### config.mk
export PLATFORM = sky130hd
export DESIGN_NAME = duty_limiter
export DESIGN_NICKNAME = d
export VERILOG_FILES = /design/src/rtl/dlim_pkg.sv /design/src/rtl/dlim_period_track.sv /design/src/rtl/dlim_gate_ctl.sv /design/src/rtl/dlim_burst_ctl.sv /design/src/rtl/duty_limiter.sv
export SDC_FILE = /design/constraint.sdc
export NUM_CORES = 1
export LEC_CHECK = 0
export BUFFER_PORTS_ARGS = -buffer_cell sky130_fd_sc_hd__buf_4
export CORE_AREA = 2 2 82 143
export CTS_CLUSTER_SIZE = 40
export DETAILED_ROUTE_END_ITERATION = 12
export DIE_AREA = 0 0 84 145
export GPL_TIMING_DRIVEN = 0
export PLACE_DENSITY = 0.43
export SLEW_MARGIN = 20
export SYNTH_ARGS = -nofsm -noshare
export SYNTH_HDL_FRONTEND = slang
export SYNTH_SLANG_ARGS = --single-unit
### constraint.sdc
create_clock -name clk -period 3.1 [get_ports clk]
set_input_delay 0.465 -clock clk [delete_from_list [all_inputs] [get_ports clk]]
set_output_delay 0.465 -clock clk [all_outputs]
set_load 0.02 [all_outputs]
### src/rtl/dlim_pkg.sv
package dlim_pkg;
  typedef enum logic {
    DL_STEADY = 1'b0,
    DL_BURST  = 1'b1
  } dl_mode_e;
endpackage

### src/rtl/dlim_period_track.sv
// Tracks the position inside the switching period and the length of the
// previous period, and derives where the two forced-off windows open.
module dlim_period_track #(
  parameter int CNT_W      = 16,
  parameter int NOM_PERIOD = 667,
  parameter int OFF_STEADY = 60,
  parameter int OFF_BURST  = 140
) (
  input  logic             clk,
  input  logic             rst,
  input  logic             strobe,
  output logic [CNT_W-1:0] np,
  output logic [CNT_W-1:0] pos_q,
  output logic [CNT_W-1:0] edge_s,
  output logic             win_s_start,
  output logic             win_s_hit,
  output logic             win_b_hit
);
  localparam logic [CNT_W-1:0] CNT_MAX = '1;
  localparam logic [CNT_W-1:0] NOM_C   = CNT_W'(NOM_PERIOD);
  localparam logic [CNT_W-1:0] OFFS_C  = CNT_W'(OFF_STEADY);
  localparam logic [CNT_W-1:0] OFFB_C  = CNT_W'(OFF_BURST);

  logic [CNT_W-1:0] len_q;
  logic [CNT_W-1:0] pos_inc;
  logic [CNT_W-1:0] edge_b;
  logic             seen_q;

  always_comb begin
    pos_inc = (pos_q == CNT_MAX) ? CNT_MAX : pos_q + 1'b1;
    np      = strobe ? '0 : pos_inc;
    edge_s  = (len_q > OFFS_C) ? len_q - OFFS_C : '0;
    edge_b  = (len_q > OFFB_C) ? len_q - OFFB_C : '0;
  end

  assign win_s_start = (np == edge_s);
  assign win_s_hit   = (np >= edge_s);
  assign win_b_hit   = (np >= edge_b);

  always_ff @(posedge clk) begin
    if (rst) begin
      pos_q  <= '0;
      len_q  <= NOM_C;
      seen_q <= 1'b0;
    end else begin
      pos_q <= np;
      if (strobe) begin
        seen_q <= 1'b1;
        if (seen_q) len_q <= pos_inc;
      end
    end
  end

  AST_LEN_ONLY_AT_STROBE: assert property (@(posedge clk) disable iff (rst)
    !strobe |=> $stable(len_q));
endmodule

### src/rtl/dlim_gate_ctl.sv
// Gate command register with held turn-off request, minimum on-time and
// overcurrent override.
module dlim_gate_ctl #(
  parameter int CNT_W  = 16,
  parameter int MIN_ON = 40
) (
  input  logic             clk,
  input  logic             rst,
  input  logic             strobe,
  input  logic             cmp_off,
  input  logic             ocp_blank,
  input  logic [CNT_W-1:0] np,
  input  logic             window_hit,
  output logic             gate_q,
  output logic             off_pend_q,
  output logic             ended_q
);
  localparam logic [CNT_W-1:0] MIN_C = CNT_W'(MIN_ON);

  logic past_min;
  logic req_any;
  logic cut_req;
  logic gate_d;

  always_comb begin
    past_min = (np >= MIN_C);
    req_any  = cmp_off | off_pend_q;
    cut_req  = !strobe && gate_q && (ocp_blank || (req_any && past_min));
    gate_d   = !ocp_blank &&
               (strobe || (gate_q && (!past_min || (!req_any && !window_hit))));
  end

  always_ff @(posedge clk) begin
    if (rst) begin
      gate_q     <= 1'b0;
      off_pend_q <= 1'b0;
      ended_q    <= 1'b0;
    end else begin
      gate_q     <= gate_d;
      off_pend_q <= strobe ? 1'b0 : (off_pend_q | cmp_off);
      ended_q    <= strobe ? 1'b0 : (ended_q | cut_req);
    end
  end

  AST_OCP_FORCES_OFF: assert property (@(posedge clk) disable iff (rst)
    ocp_blank |=> !gate_q);
  AST_MIN_ON_HELD: assert property (@(posedge clk) disable iff (rst)
    (gate_q && !ocp_blank && !strobe && np < MIN_C) |=> gate_q);
  AST_RISE_ON_STROBE: assert property (@(posedge clk) disable iff (rst)
    $rose(gate_q) |-> $past(strobe));
endmodule

### src/rtl/dlim_burst_ctl.sv
// Mode state and burst-run period counter.
module dlim_burst_ctl
  import dlim_pkg::*;
#(
  parameter int BURST_LEN = 8
) (
  input  logic clk,
  input  logic rst,
  input  logic strobe,
  input  logic win_s_start,
  input  logic gate_q,
  input  logic cmp_off,
  input  logic off_pend,
  input  logic ocp_blank,
  input  logic ended,
  output logic enter,
  output logic burst_last,
  output logic mode_q
);
  localparam int BW = $clog2(BURST_LEN + 1);
  localparam logic [BW-1:0] LAST_C = BW'(BURST_LEN);
  localparam logic [BW-1:0] ONE_C  = BW'(1);

  dl_mode_e        mode_r;
  logic [BW-1:0]   bcnt_q;

  always_comb begin
    enter = (mode_r == DL_STEADY) && !strobe && win_s_start && gate_q &&
            !cmp_off && !off_pend && !ocp_blank;
    burst_last = (mode_r == DL_BURST) && (bcnt_q == LAST_C);
    mode_q     = (mode_r == DL_BURST);
  end

  always_ff @(posedge clk) begin
    if (rst) begin
      mode_r <= DL_STEADY;
      bcnt_q <= '0;
    end else if (enter) begin
      mode_r <= DL_BURST;
      bcnt_q <= ONE_C;
    end else if (strobe && mode_r == DL_BURST) begin
      if (ended) begin
        mode_r <= DL_STEADY;
        bcnt_q <= '0;
      end else begin
        bcnt_q <= (bcnt_q == LAST_C) ? ONE_C : bcnt_q + 1'b1;
      end
    end
  end

  AST_RUN_COUNT_RANGE: assert property (@(posedge clk) disable iff (rst)
    (mode_r == DL_BURST) |-> (bcnt_q >= ONE_C && bcnt_q <= LAST_C));
  AST_EXIT_AT_STROBE: assert property (@(posedge clk) disable iff (rst)
    $fell(mode_q) |-> $past(strobe));
  AST_ENTRY_INSIDE_PERIOD: assert property (@(posedge clk) disable iff (rst)
    $rose(mode_q) |-> !$past(strobe));
endmodule

### src/rtl/duty_limiter.sv
module duty_limiter #(
  parameter int CNT_W      = 16,
  parameter int NOM_PERIOD = 667,
  parameter int OFF_STEADY = 60,
  parameter int OFF_BURST  = 140,
  parameter int MIN_ON     = 40,
  parameter int BURST_LEN  = 8
) (
  input  logic clk,
  input  logic rst,
  input  logic period_start,
  input  logic cmp_off,
  input  logic ocp_blank,
  output logic gate_on,
  output logic max_duty_mode
);
  localparam logic [CNT_W-1:0] MIN_C = CNT_W'(MIN_ON);

  logic [CNT_W-1:0] np;
  logic [CNT_W-1:0] pos_q;
  logic [CNT_W-1:0] edge_s;
  logic             win_s_start, win_s_hit, win_b_hit;
  logic             gate_q, off_pend_q, ended_q;
  logic             enter, burst_last, mode_q;
  logic             window_hit;

  dlim_period_track #(
    .CNT_W(CNT_W), .NOM_PERIOD(NOM_PERIOD),
    .OFF_STEADY(OFF_STEADY), .OFF_BURST(OFF_BURST)
  ) track_i (
    .clk(clk), .rst(rst), .strobe(period_start),
    .np(np), .pos_q(pos_q), .edge_s(edge_s),
    .win_s_start(win_s_start), .win_s_hit(win_s_hit), .win_b_hit(win_b_hit)
  );

  always_comb begin
    if (!mode_q) window_hit = win_s_hit && !enter;
    else         window_hit = burst_last && win_b_hit;
  end

  dlim_gate_ctl #(.CNT_W(CNT_W), .MIN_ON(MIN_ON)) gate_i (
    .clk(clk), .rst(rst), .strobe(period_start), .cmp_off(cmp_off),
    .ocp_blank(ocp_blank), .np(np), .window_hit(window_hit),
    .gate_q(gate_q), .off_pend_q(off_pend_q), .ended_q(ended_q)
  );

  dlim_burst_ctl #(.BURST_LEN(BURST_LEN)) burst_i (
    .clk(clk), .rst(rst), .strobe(period_start), .win_s_start(win_s_start),
    .gate_q(gate_q), .cmp_off(cmp_off), .off_pend(off_pend_q),
    .ocp_blank(ocp_blank), .ended(ended_q),
    .enter(enter), .burst_last(burst_last), .mode_q(mode_q)
  );

  assign gate_on       = gate_q;
  assign max_duty_mode = mode_q;

  AST_STEADY_LIMIT: assert property (@(posedge clk) disable iff (rst)
    (gate_q && pos_q >= edge_s && pos_q >= MIN_C) |-> mode_q);
endmodule

### After elaboration in Yosys (flattened, before gate mapping)

Index checks and enable logic that the tools add are counted.

| word-level totals | value |
|---|---|
| flip-flop bits (word level) | 41 |
| input bits | 5 |
| output and inout port bits | 2 |
| word-level logic and storage cells | 69 |

| cells by class | value |
|---|---|
| add/sub/neg operators | 4 |
| magnitude comparators | 5 |
| equal/unequal tests | 3 |
| mux-type cells | 12 |
| bitwise logic cells | 3 |
| reductions and logical operators | 33 |

Operator list:

| cell | number |
|---|---|
| $mux 16 | 4 |
| $ge 16x16->1 | 2 |
| $add 16x1->16 const B | 1 |
| $eq 16x16->1 | 1 |
| $eq 16x16->1 const B | 1 |
| $ge 16x6->1 const B | 1 |
| $gt 16x6->1 const B | 1 |
| $gt 16x8->1 const B | 1 |
| $logic_and 1x1->1 | 16 |
| $sub 16x6->16 const B | 1 |
| $sub 16x8->16 const B | 1 |
| $logic_not 1->1 | 8 |
| $mux 4 | 2 |
| $mux 1 | 6 |
| $add 4x1->4 const B | 1 |
| $eq 4x4->1 const B | 1 |
| $reduce_and 2->1 | 2 |
| $reduce_bool 2->1 | 2 |
| $reduce_or 2->1 | 2 |
| $logic_or 1x1->1 | 3 |
| $or 1x1->1 | 2 |
| $not 1->1 | 1 |

### Longest topological paths before layout

Gate-level depths: netlist of run 1.

| depth | value |
|---|---|
| depth in word-level cells | 18 |
| depth in mapped cells | 15 |
| gate-level depth less buffers | 14 |

### Cells and area by module

Synthesis of run 1 repeated with hierarchy kept, for this count alone.

| second synthesis, totals | value |
|---|---|
| cell total of the unflattened synthesis | 435 |
| area total of the unflattened synthesis | 3286.9 µm² |

Modules (own cells, without submodules):

| module | instances | cells an instance | area each (µm²) | seq. area each (µm²) |
|---|---|---|---|---|
| dlim_period_track | 1 | 379 | 2810.2 | 660.6 |
| dlim_burst_ctl | 1 | 36 | 301.5 | 100.1 |
| dlim_gate_ctl | 1 | 17 | 155.1 | 60.1 |
| duty_limiter | 1 | 3 | 20.0 | 0.0 |

### Least setup slack after synthesis of run 1

No wires, ideal clock.

| timing path | value |
|---|---|
| kind | reg-to-reg |
| start | register track_i.len_q[2] |
| end | register gate_i.gate_q |
| library setup time | 120 ps |
| arrival time | 2922 ps |
| setup slack | 59 ps |
| stages on the path, launching flop included | 13 |
| buffers on the path | 1 |
| cell sequence | dfxtp_1 > ha_1 > nand3_1 > o2111ai_1 > clkbuf_1 > nand2_1 > ha_1 > nand4_1 > nor4_1 > o31ai_1 > a311oi_1 > a311oi_1 > o31a_1 |

| between the ends | value |
|---|---|
| longest elaborated chain between the ends | 17 |
| elaborated cells on any way between the ends | 24 |
| classes of those cells | add/sub: 2; order compare: 4; eq/ne: 1; mux: 3; reduce/logical: 14 |

RTL lines:

| item | line | text |
|---|---|---|
| from (decl) | dlim_period_track.sv:24 | `logic [CNT_W-1:0] len_q;` |
| from (signal assigned) | dlim_period_track.sv:49 | `if (seen_q) len_q <= pos_inc;` |
| branches (longest 10 deep; another with $sub 16x6->16) | - |  |
| $mux 1 * | duty_limiter.sv:37 | `if (!mode_q) window_hit = win_s_hit && !enter;` |
| $logic_not 1->1 * | dlim_gate_ctl.sv:30 | `(strobe \|\| (gate_q && (!past_min \|\| (!req_any && !window_hit))));` |
| $logic_and 1x1->1 * | dlim_gate_ctl.sv:30 |  |
| $logic_or 1x1->1 * | dlim_gate_ctl.sv:30 |  |
| $logic_and 1x1->1 * | dlim_gate_ctl.sv:30 |  |
| $logic_or 1x1->1 * | dlim_gate_ctl.sv:30 |  |
| $logic_and 1x1->1 * | dlim_gate_ctl.sv:29 | `gate_d = !ocp_blank &&` |
| to (signal assigned) | dlim_gate_ctl.sv:39 | `gate_q <= gate_d;` |
| to (decl) | dlim_gate_ctl.sv:14 | `output logic gate_q,` |

Every way passes the cells marked *.
A chain may end at the register's enable or synchronous reset.

### Final worst setup path of run 1

| timing path | value |
|---|---|
| start | register track_i.pos_q[3] |
| end | register gate_i.gate_q |

| between the ends | value |
|---|---|
| longest elaborated chain between the ends | 18 |
| elaborated cells on any way between the ends | 24 |
| classes of those cells | add/sub: 1; order compare: 3; eq/ne: 2; mux: 3; reduce/logical: 15 |

RTL lines:

| item | line | text |
|---|---|---|
| from (decl) | dlim_period_track.sv:13 | `output logic [CNT_W-1:0] pos_q,` |
| from (signal assigned) | dlim_period_track.sv:46 | `pos_q <= np;` |
| $add 16x1->16 or $eq 16x16->1 (tied branches) | dlim_period_track.sv:30 | `pos_inc = (pos_q == CNT_MAX) ? CNT_MAX : pos_q + 1'b1;` |
| $mux 16 * | dlim_period_track.sv:30 |  |
| $mux 16 * | dlim_period_track.sv:31 | `np = strobe ? '0 : pos_inc;` |
| net gate_i.np[13] | dlim_gate_ctl.sv:12 | `input logic [CNT_W-1:0] np,` |
| branches (longest 11 deep; another with $ge 16x16->1) | - |  |
| $logic_or 1x1->1 * | dlim_gate_ctl.sv:30 |  |
| $logic_and 1x1->1 * | dlim_gate_ctl.sv:30 |  |
| $logic_or 1x1->1 * | dlim_gate_ctl.sv:30 |  |
| $logic_and 1x1->1 * | dlim_gate_ctl.sv:29 |  |

Mark *: on every way through the listed nets, which the timed path passes.

==> results of run 1 <==
-- placed cells by master (no fill, tap or decap), types with 3 or more instances in the layout --
cell type	n
or2_2	3
a211o_1	6
o21ai_2	4
nor2_1	68
a21oi_1	26
o21ai_0	10
nor2_2	8
xnor2_1	13
a21o_1	6
nand4_1	8
clkbuf_1	10
and4_1	3
inv_1	8
ha_1	34
nor2_4	5
nand2b_1	6
buf_4	28
nor3_4	3
nor4_4	5
buf_6	4
xor2_1	17
dfxtp_4	5
a211oi_1	8
o21ai_1	4
and2_1	3
nand2_1	45
nor3_1	4
nand3_1	9
dfxtp_1	27
nand3_2	3
clkbuf_16	5
or3_1	4
dfxtp_2	9
-- layer usage --
| layer | global-route usage | vias up | routed length (µm) |
|---|---|---|---|
| li1 | - | 1566 | - |
| met5 | 0 | - | 0 |
| met2 | 0.342 | 23 | 5770 |
| met4 | 0.0460 | 0 | 233 |
| met3 | 0.0205 | 15 | 139 |
| met1 | 0.163 | 1431 | 3720 |
-- metrics by stage --
stage | setup WS, ps | TNS [ps] | area, µm² | total power, W
after CTS | -179 | -179 | 3940 | 0.00139
after floorplan | 58.7 | 0 | 3220 | 0.000697
after detailed placement | -853 | -3420 | 3420 | 0.000745
final | -46.9 | -46.9 | 4130 | 0.00138
after global routing | -179 | -179 | 4130 | 0.00144
after global placement | -823 | -3390 | 3420 | 0.000744
-- kinds of logic after synthesis --
kind of cell / synth area share
AND/OR/NAND/NOR: 0.307
AO/OA/AOI/OAI: 0.173
adder cells (fa/ha/maj): 0.140
multiplexers: 0.00311
XOR/XNOR: 0.0816
flip-flops: 0.255
buffers and inverters: 0.0400
-- worst max-delay path: stages, from the launching register on --
cell and delay [ps]:
dfxtp_1 320, buf_6 120, nand4_1 170, buf_4 210, nor4_4 250, xor2_1 150
nor2_4 210, nor2_4 60, ha_1 300, nand4_1 220, nor4_4 260, o31ai_2 140
a311oi_2 290, a311oi_2 80, o31a_1 250
-- final timing paths --
kind / endpoint / slack (ps) / depth (start not counted) / start
setup / recovery: gate_i.gate_q / -50 / 14 / track_i.pos_q[3]
setup reg to reg: gate_i.gate_q / -50 / 14 / track_i.pos_q[3]
hold reg to reg: gate_i.off_pend_q / 480 / 2 / gate_i.off_pend_q
hold / removal: gate_i.gate_q / 440 / 3 / ocp_blank
-- repair_timing --
item | in CTS | in global routing
resized for setup | 61 | 35
buffers inserted | 16 | 8
pin swaps | 16 | 18
setup endpoints to repair | 6 | 6
hold buffers | 0 | 0
endpoints found under the hold margin | 0 | 0
-- power by group --
| part | switching (W) | internal [W] |
|---|---|---|
| sequential | 0.0000194 | 0.000538 |
| clock | 0.000214 | 0.000403 |
| combinational | 0.000120 | 0.0000893 |
| total | 0.000353 | 0.00103 |
-- cell type report --
cell class                 instances  area [µm²]
fill                            1187        6910
multi-input combinational        352        2580
sequential                        41         851
timing repair buffer              29         225
tap                              132         165
clock buffer                       7         143
buffer                            19         111
clock inverter                     1        30.0
inverter                           8        30.0
-- flip-flops by register name, indices dropped and copies added, names as in the netlist --
name / count
gate_i.ended_q: 1
burst_i.mode_q: 1
track_i.seen_q: 1
gate_i.off_pend_q: 1
track_i.pos_q: 16
gate_i.gate_q: 1
burst_i.bcnt_q: 4
track_i.len_q: 16
==> metrics.txt, run 1 <==
number of global-route vias before repair=2983; Antenna Violating Nets Remaining=0; Final Setup Violations=1; leading area contributor after synthesis=dfxtp_1; GP Congestion=0.823; Post-layout nets=497; Post-Synthesis Net Count=466; final core utilization=0.374; WHS=443 ps; number of synthesized flops with an enable pin=0; status=complete, but fails checks; initial core utilization=0.292; Fin. Hold Viols=0; largest net degree at the start of global routing=13; Pwr Density=335 mW/mm²; Yosys warning count=0; first-pass GRT wire length=15.7 mm; share of layout cells above drive strength 1=0.256; Seq/Total Area, Yosys=0.255; GRT Total Usage=0.165; CTS tree=built; Die Y-Extent=145 µm; Synth Cell Area=0.00322 mm²; Clock Skew=3.79 ps; Worst Max-Slew Pin Slew=624 ps; Setup CP Type=reg2reg; DR vias=3035; Post-Place Cells=562; Max Transition Viols Final=0; synth unique cells=55; Final period util=1.02; violated checks=setup timing; die footprint=0.0122 mm²; #FFs+latches synth=41; top cell type's share of synthesized area=0.255; CP startpoint kind=flip-flop; H-tree depth reported by CTS=2; clock sink count=41; Leak=1.73 nW; Crit. End Element=flip-flop; Iter 0 DRT Violations=71; number of placement rows=51; worst hold path class=in2reg; number of port buffers=5; Cell Count, Final, Fillers Out=589; relative slew slack=0.584; Antenna Cells=0; maximum clock path buffer count=2; Avg WL per Cell=16.7 µm; cell with the most instances after synthesis=nor2_1; FFs w/ async S/R, synth=0; Die Width=84 µm; maximum vdd drop=0.190 mV; Root Buffer=clkbuf_16; Commonest cells post-synth=nor2_1, nand2_1, dfxtp_1; Worst-Skew Late Latency=280 ps; 1st-pass router iterations=4; Routed Wire Length=9.86 mm; Post-DP HPWL=7.29 mm; grt total ovfl=0; Max Fclk=318 MHz; clock-pin slew on the worst setup and hold paths=60 ps; commonest register cell after synthesis=dfxtp_1; Crit path arrival time=3320 ps; Post-Syn Area per Cell=7.57 µm²; Area Overhead vs Synth=28.4%; CTS Buf Count=5; Tmin final=3150 ps; initial antenna violation count=0; RSZ-0062 raised after global routing=yes; # DRC=0; CP Max Fanout=6; Max-Cap Viols=0; final worst slack=-46.9 ps; Post-Synthesis Cells=425; IO Pins=7; Req. time, crit path=3280 ps; DR vias/cell=5.15; Synth area leaders=dfxtp_1, ha_1, nor2_1; Core Box Area=0.0110 mm²
Power figures use the tool's default switching activity.
==> run 2, diff against run 1 <==
==> constraint.sdc (replaced) <==
create_clock -name clk -period 3.1 [get_ports clk]
set_input_delay 0.31 -clock clk [delete_from_list [all_inputs] [get_ports clk]]
set_output_delay 0.31 -clock clk [all_outputs]
set_load 0.02 [all_outputs]
==> metrics.txt, run 2 (synthesis results as in run 1) <==
Post-Place Cells=562; GRT Total Usage=0.162; post-place setup slack=-853 ps; met2 wire len=5.68 mm; RSZ-0062 raised after global routing=yes; DR vias/cell=5.17; Routed Wire Length=9.65 mm; Avg WL per Cell=16.4 µm; Pwr Density=333 mW/mm²; Worst-Skew Late Latency=280 ps; Tmin final=3170 ps; Core Box Area=0.0110 mm²; GP Congestion=0.823; clock-pin slew on the worst setup and hold paths=60 ps; clock sink count=41; number of global-route vias before repair=2952; worst hold path class=in2reg; most common cell after layout, fill and taps aside=nor2_1; Post-DP HPWL=7.29 mm; H-tree depth reported by CTS=2; first-pass GRT wire length=15.5 mm; largest net degree at the start of global routing=13; Max-Cap Viols=0; Clock Skew=3.68 ps; highest routed metal layer=met4; Antenna Cells=0; number of port buffers=5; Crit path arrival time=3340 ps; initial antenna violation count=0; Max Transition Viols Final=0; relative slew slack=0.588; Post-layout nets=496; maximum clock path buffer count=2; status=complete, but fails checks; CTS tree=built; IO Pins=7; storage element area=845 µm²; violated checks=setup timing; DRT met1 WL=3.61 mm; # DRC=0; Iter 0 DRT Violations=76; Antenna Violating Nets Remaining=0; Fin. Hold Viols=0; Area Overhead vs Synth=28.8%; Worst Max-Slew Pin Slew=617 ps; Req. time, crit path=3280 ps; CP startpoint kind=flip-flop; area of the multi-input gates=0.00261 mm²; maximum vdd drop=0.187 mV; Root Buffer=clkbuf_16; Leak=1.72 nW; WHS=292 ps; Final Setup Violations=1; initial core utilization=0.292; commonest cells after routing, fill and taps aside=nor2_1, nand2_1, ha_1; die footprint=0.0122 mm²; Cell Count, Final, Fillers Out=588; Final period util=1.02; 1st-pass router iterations=4; CTS Buf Count=5; metal3 WL=164 µm; Max Fclk=316 MHz; grt total ovfl=0; Crit. End Element=flip-flop; CP Max Fanout=6; Die Y-Extent=145 µm; Die Width=84 µm; share of layout cells above drive strength 1=0.257; largest registers=track_i.len_q (16), track_i.pos_q (16), burst_i.bcnt_q (4); Setup CP Type=reg2reg; final total power=0.00138 W; DR vias=3042; number of placement rows=51; final worst slack=-66.3 ps; fillers=1184
[run 2: path summary, 6_finish.rpt]
path | cells past startpoint | endpoint | start | slack [ps]
worst max register to register | 14 | gate_i.gate_q | track_i.pos_q[3] | -70
worst min-delay path | 3 | gate_i.gate_q | ocp_blank | 290
worst max-delay path | 14 | gate_i.gate_q | track_i.pos_q[3] | -70
worst min register to register | 2 | gate_i.off_pend_q | gate_i.off_pend_q | 480
[run 2: final cells by class]
type	count	area share
multi-input combinational	352	0.629
sequential	41	0.204
timing repair buffer	28	0.0525
tap	132	0.0399
clock buffer	7	0.0344
buffer	19	0.0260
clock inverter	1	0.00725
inverter	8	0.00725
[run 2: report_power, final]
part | switching [W] | internal [W]
combinational | 0.000115 | 0.0000866
clock | 0.000215 | 0.000403
sequential | 0.0000230 | 0.000539
[run 2: critical path, cell delays in order, from the launching register on]
cell      delay (ps)
dfxtp_1          320
buf_6            120
nand4_1          130
buf_4            180
nor4_4           350
xor2_2           140
nor2_4           240
nor2_4            70
ha_4             270
nand4_1          210
nor4_4           260
o31ai_2          140
a311oi_2         280
a311oi_2          90
o31a_1           250
[run 2: per-stage QoR]
step | TNS (ps) | area, µm² | util
floorplan | 0 | 3220 | -
global placement | -3390 | 3420 | 0.310
detailed placement | -3420 | 3420 | 0.310
CTS | -197 | 3900 | 0.353
global route | -188 | 4140 | 0.375
finish | -66.3 | 4140 | 0.375
[run 2: routing by layer]
metal,GRT usage,vias up
met1,0.164,1437
met3,0.0188,13
li1,-,1567
met4,0.0355,0
met5,0,-
met2,0.338,25
[run 2: timing repair]
action / in CTS / in global routing
buffers inserted: 12 / 11
endpoints found under the hold margin: 0 / 0
pin swaps: 16 / 24
gates resized for setup: 56 / 42
hold buffers: 0 / 0
endpoints found under the setup margin: 6 / 6
==> run 3, diff against run 2 <==
Settings changed: REMOVE_ABC_BUFFERS from default to 1, SKIP_CTS_REPAIR_TIMING from default to 1.
==> metrics.txt, run 3 (synthesis results as in run 1) <==
Final Setup Violations=1; # DRC=0; die footprint=0.0122 mm²; Max Transition Viols Final=0; CTS tree=built; Routed Wire Length=9.46 mm; RSZ-0062 raised after global routing=yes; setup slack, reg-to-reg=-90 ps; largest registers=track_i.len_q (16), track_i.pos_q (16), burst_i.bcnt_q (4); Clock Skew=5.18 ps; IO Pins=7; Pwr Density=358 mW/mm²; Crit path arrival time=3370 ps; Critical R2R Capture=gate_i.gate_q; commonest cells after routing, fill and taps aside=nor2_1, nand2_1, buf_4; worst hold path class=in2reg; fillers=1158; placed inst area=0.00334 mm²; final worst slack=-93.1 ps; largest net degree at the start of global routing=28; Max Fclk=313 MHz; Final period util=1.03; hold path startpoint=cmp_off; Cell Count, Final, Fillers Out=581; clock sink count=41; Post-layout nets=489; GRT Total Usage=0.152; DR vias/cell=5.26; H-tree depth reported by CTS=2; 1st-pass router iterations=4; Core Box Area=0.0110 mm²; Leak=1.72 nW; number of port buffers=6; Crit. End Element=flip-flop; Worst-Skew Late Latency=290 ps; relative slew slack=0.534; r2r worst-path depth=13; status=complete, but fails checks; Die Y-Extent=145 µm; violated checks=setup timing; Post-Place Cells=539; Root Buffer=clkbuf_16; share of layout cells above drive strength 1=0.261; Antenna Violating Nets Remaining=0; number of placement rows=51; most common cell after layout, fill and taps aside=nor2_1; CTS Buf Count=5; Hold Path Stages=3; maximum clock path buffer count=2; initial antenna violation count=0; post-place setup slack=-827 ps; Post-DP HPWL=7.03 mm; Fin. Hold Viols=0; Max-Cap Viols=0; GP Congestion=0.831; Worst Max-Slew Pin Slew=697 ps; Iter 0 DRT Violations=136; DR vias=3054; first-pass GRT wire length=14.8 mm; Final Cell Area=0.00407 mm²; Setup CP Type=reg2reg; CP Max Fanout=7; number of global-route vias before repair=2997; Die Width=84 µm; clock-pin slew on the worst setup and hold paths=60 ps; CP startpoint kind=flip-flop; hold endpoint=gate_i.off_pend_q; Req. time, crit path=3280 ps; grt total ovfl=0; Reg2Reg Launch Point=track_i.len_q[5]; initial core utilization=0.292; Avg WL per Cell=16.3 µm; maximum vdd drop=0.245 mV; Tmin final=3190 ps; Antenna Cells=0; Area Overhead vs Synth=26.5%
run 3: where the power goes:
part	switching [W]	total (W)	internal [W]
registers	0.0000250	0.000559	0.000534
logic	0.000116	0.000203	0.0000873
clock network	0.000234	0.000694	0.000461
total	0.000374	0.00146	0.00108
run 3: how the worst max path moves through the flow:
stage / start / to / slack [ps] / depth (start not counted)
after global placement: track_i.len_q[2] / gate_i.gate_q / -1180 / 11
after floorplan: track_i.len_q[2] / gate_i.gate_q / 8 / 11
final: track_i.len_q[5] / gate_i.gate_q / -90 / 13
after global routing: track_i.len_q[10] / gate_i.gate_q / -250 / 11
after detailed placement: track_i.pos_q[0] / gate_i.gate_q / -830 / 13
after CTS: track_i.pos_q[0] / gate_i.gate_q / -850 / 13
run 3: layout make-up:
type / instances / area, µm² / share of cell area
clock buffers: 5 / 125 / 0.0307
clock inverters: 3 / 65.1 / 0.0160
inverters: 8 / 30.0 / 0.00738
multi-input cells: 353 / 2530 / 0.621
flip-flops and latches: 41 / 865 / 0.212
well taps: 132 / 165 / 0.0406
repair buffers: 39 / 293 / 0.0719
run 3: layer usage:
layer / vias to the layer above / routed length [µm] / global-route usage
li1: 1547 / - / -
met1: 1453 / 3510 / 0.147
met2: 36 / 5450 / 0.306
met3: 18 / 186 / 0.0216
met4: 0 / 310 / 0.0637
met5: - / 0 / 0
run 3: through the flow:
| stage | setup TNS, ps | power, W | util | hold WS (ps) |
|---|---|---|---|---|
| after floorplan | 0 | 0.000686 | - | 379 |
| after global placement | -5300 | 0.000739 | 0.302 | 468 |
| after detailed placement | -3270 | 0.000742 | 0.302 | 477 |
| after CTS | -3410 | 0.00144 | 0.319 | 291 |
| after global routing | -246 | 0.00152 | 0.369 | 316 |
| final | -93.1 | 0.00146 | 0.369 | 292 |
run 3: critical path, stage by stage, from the launching register on:
cell,delay [ps]
dfxtp_4,380
and4_1,230
or4_4,490
nor4_4,160
xor2_1,160
nand2_1,70
ha_1,300
nand4_1,100
buf_4,160
nor4_4,330
o31ai_2,140
a311oi_1,240
a311oi_1,80
o31a_1,240
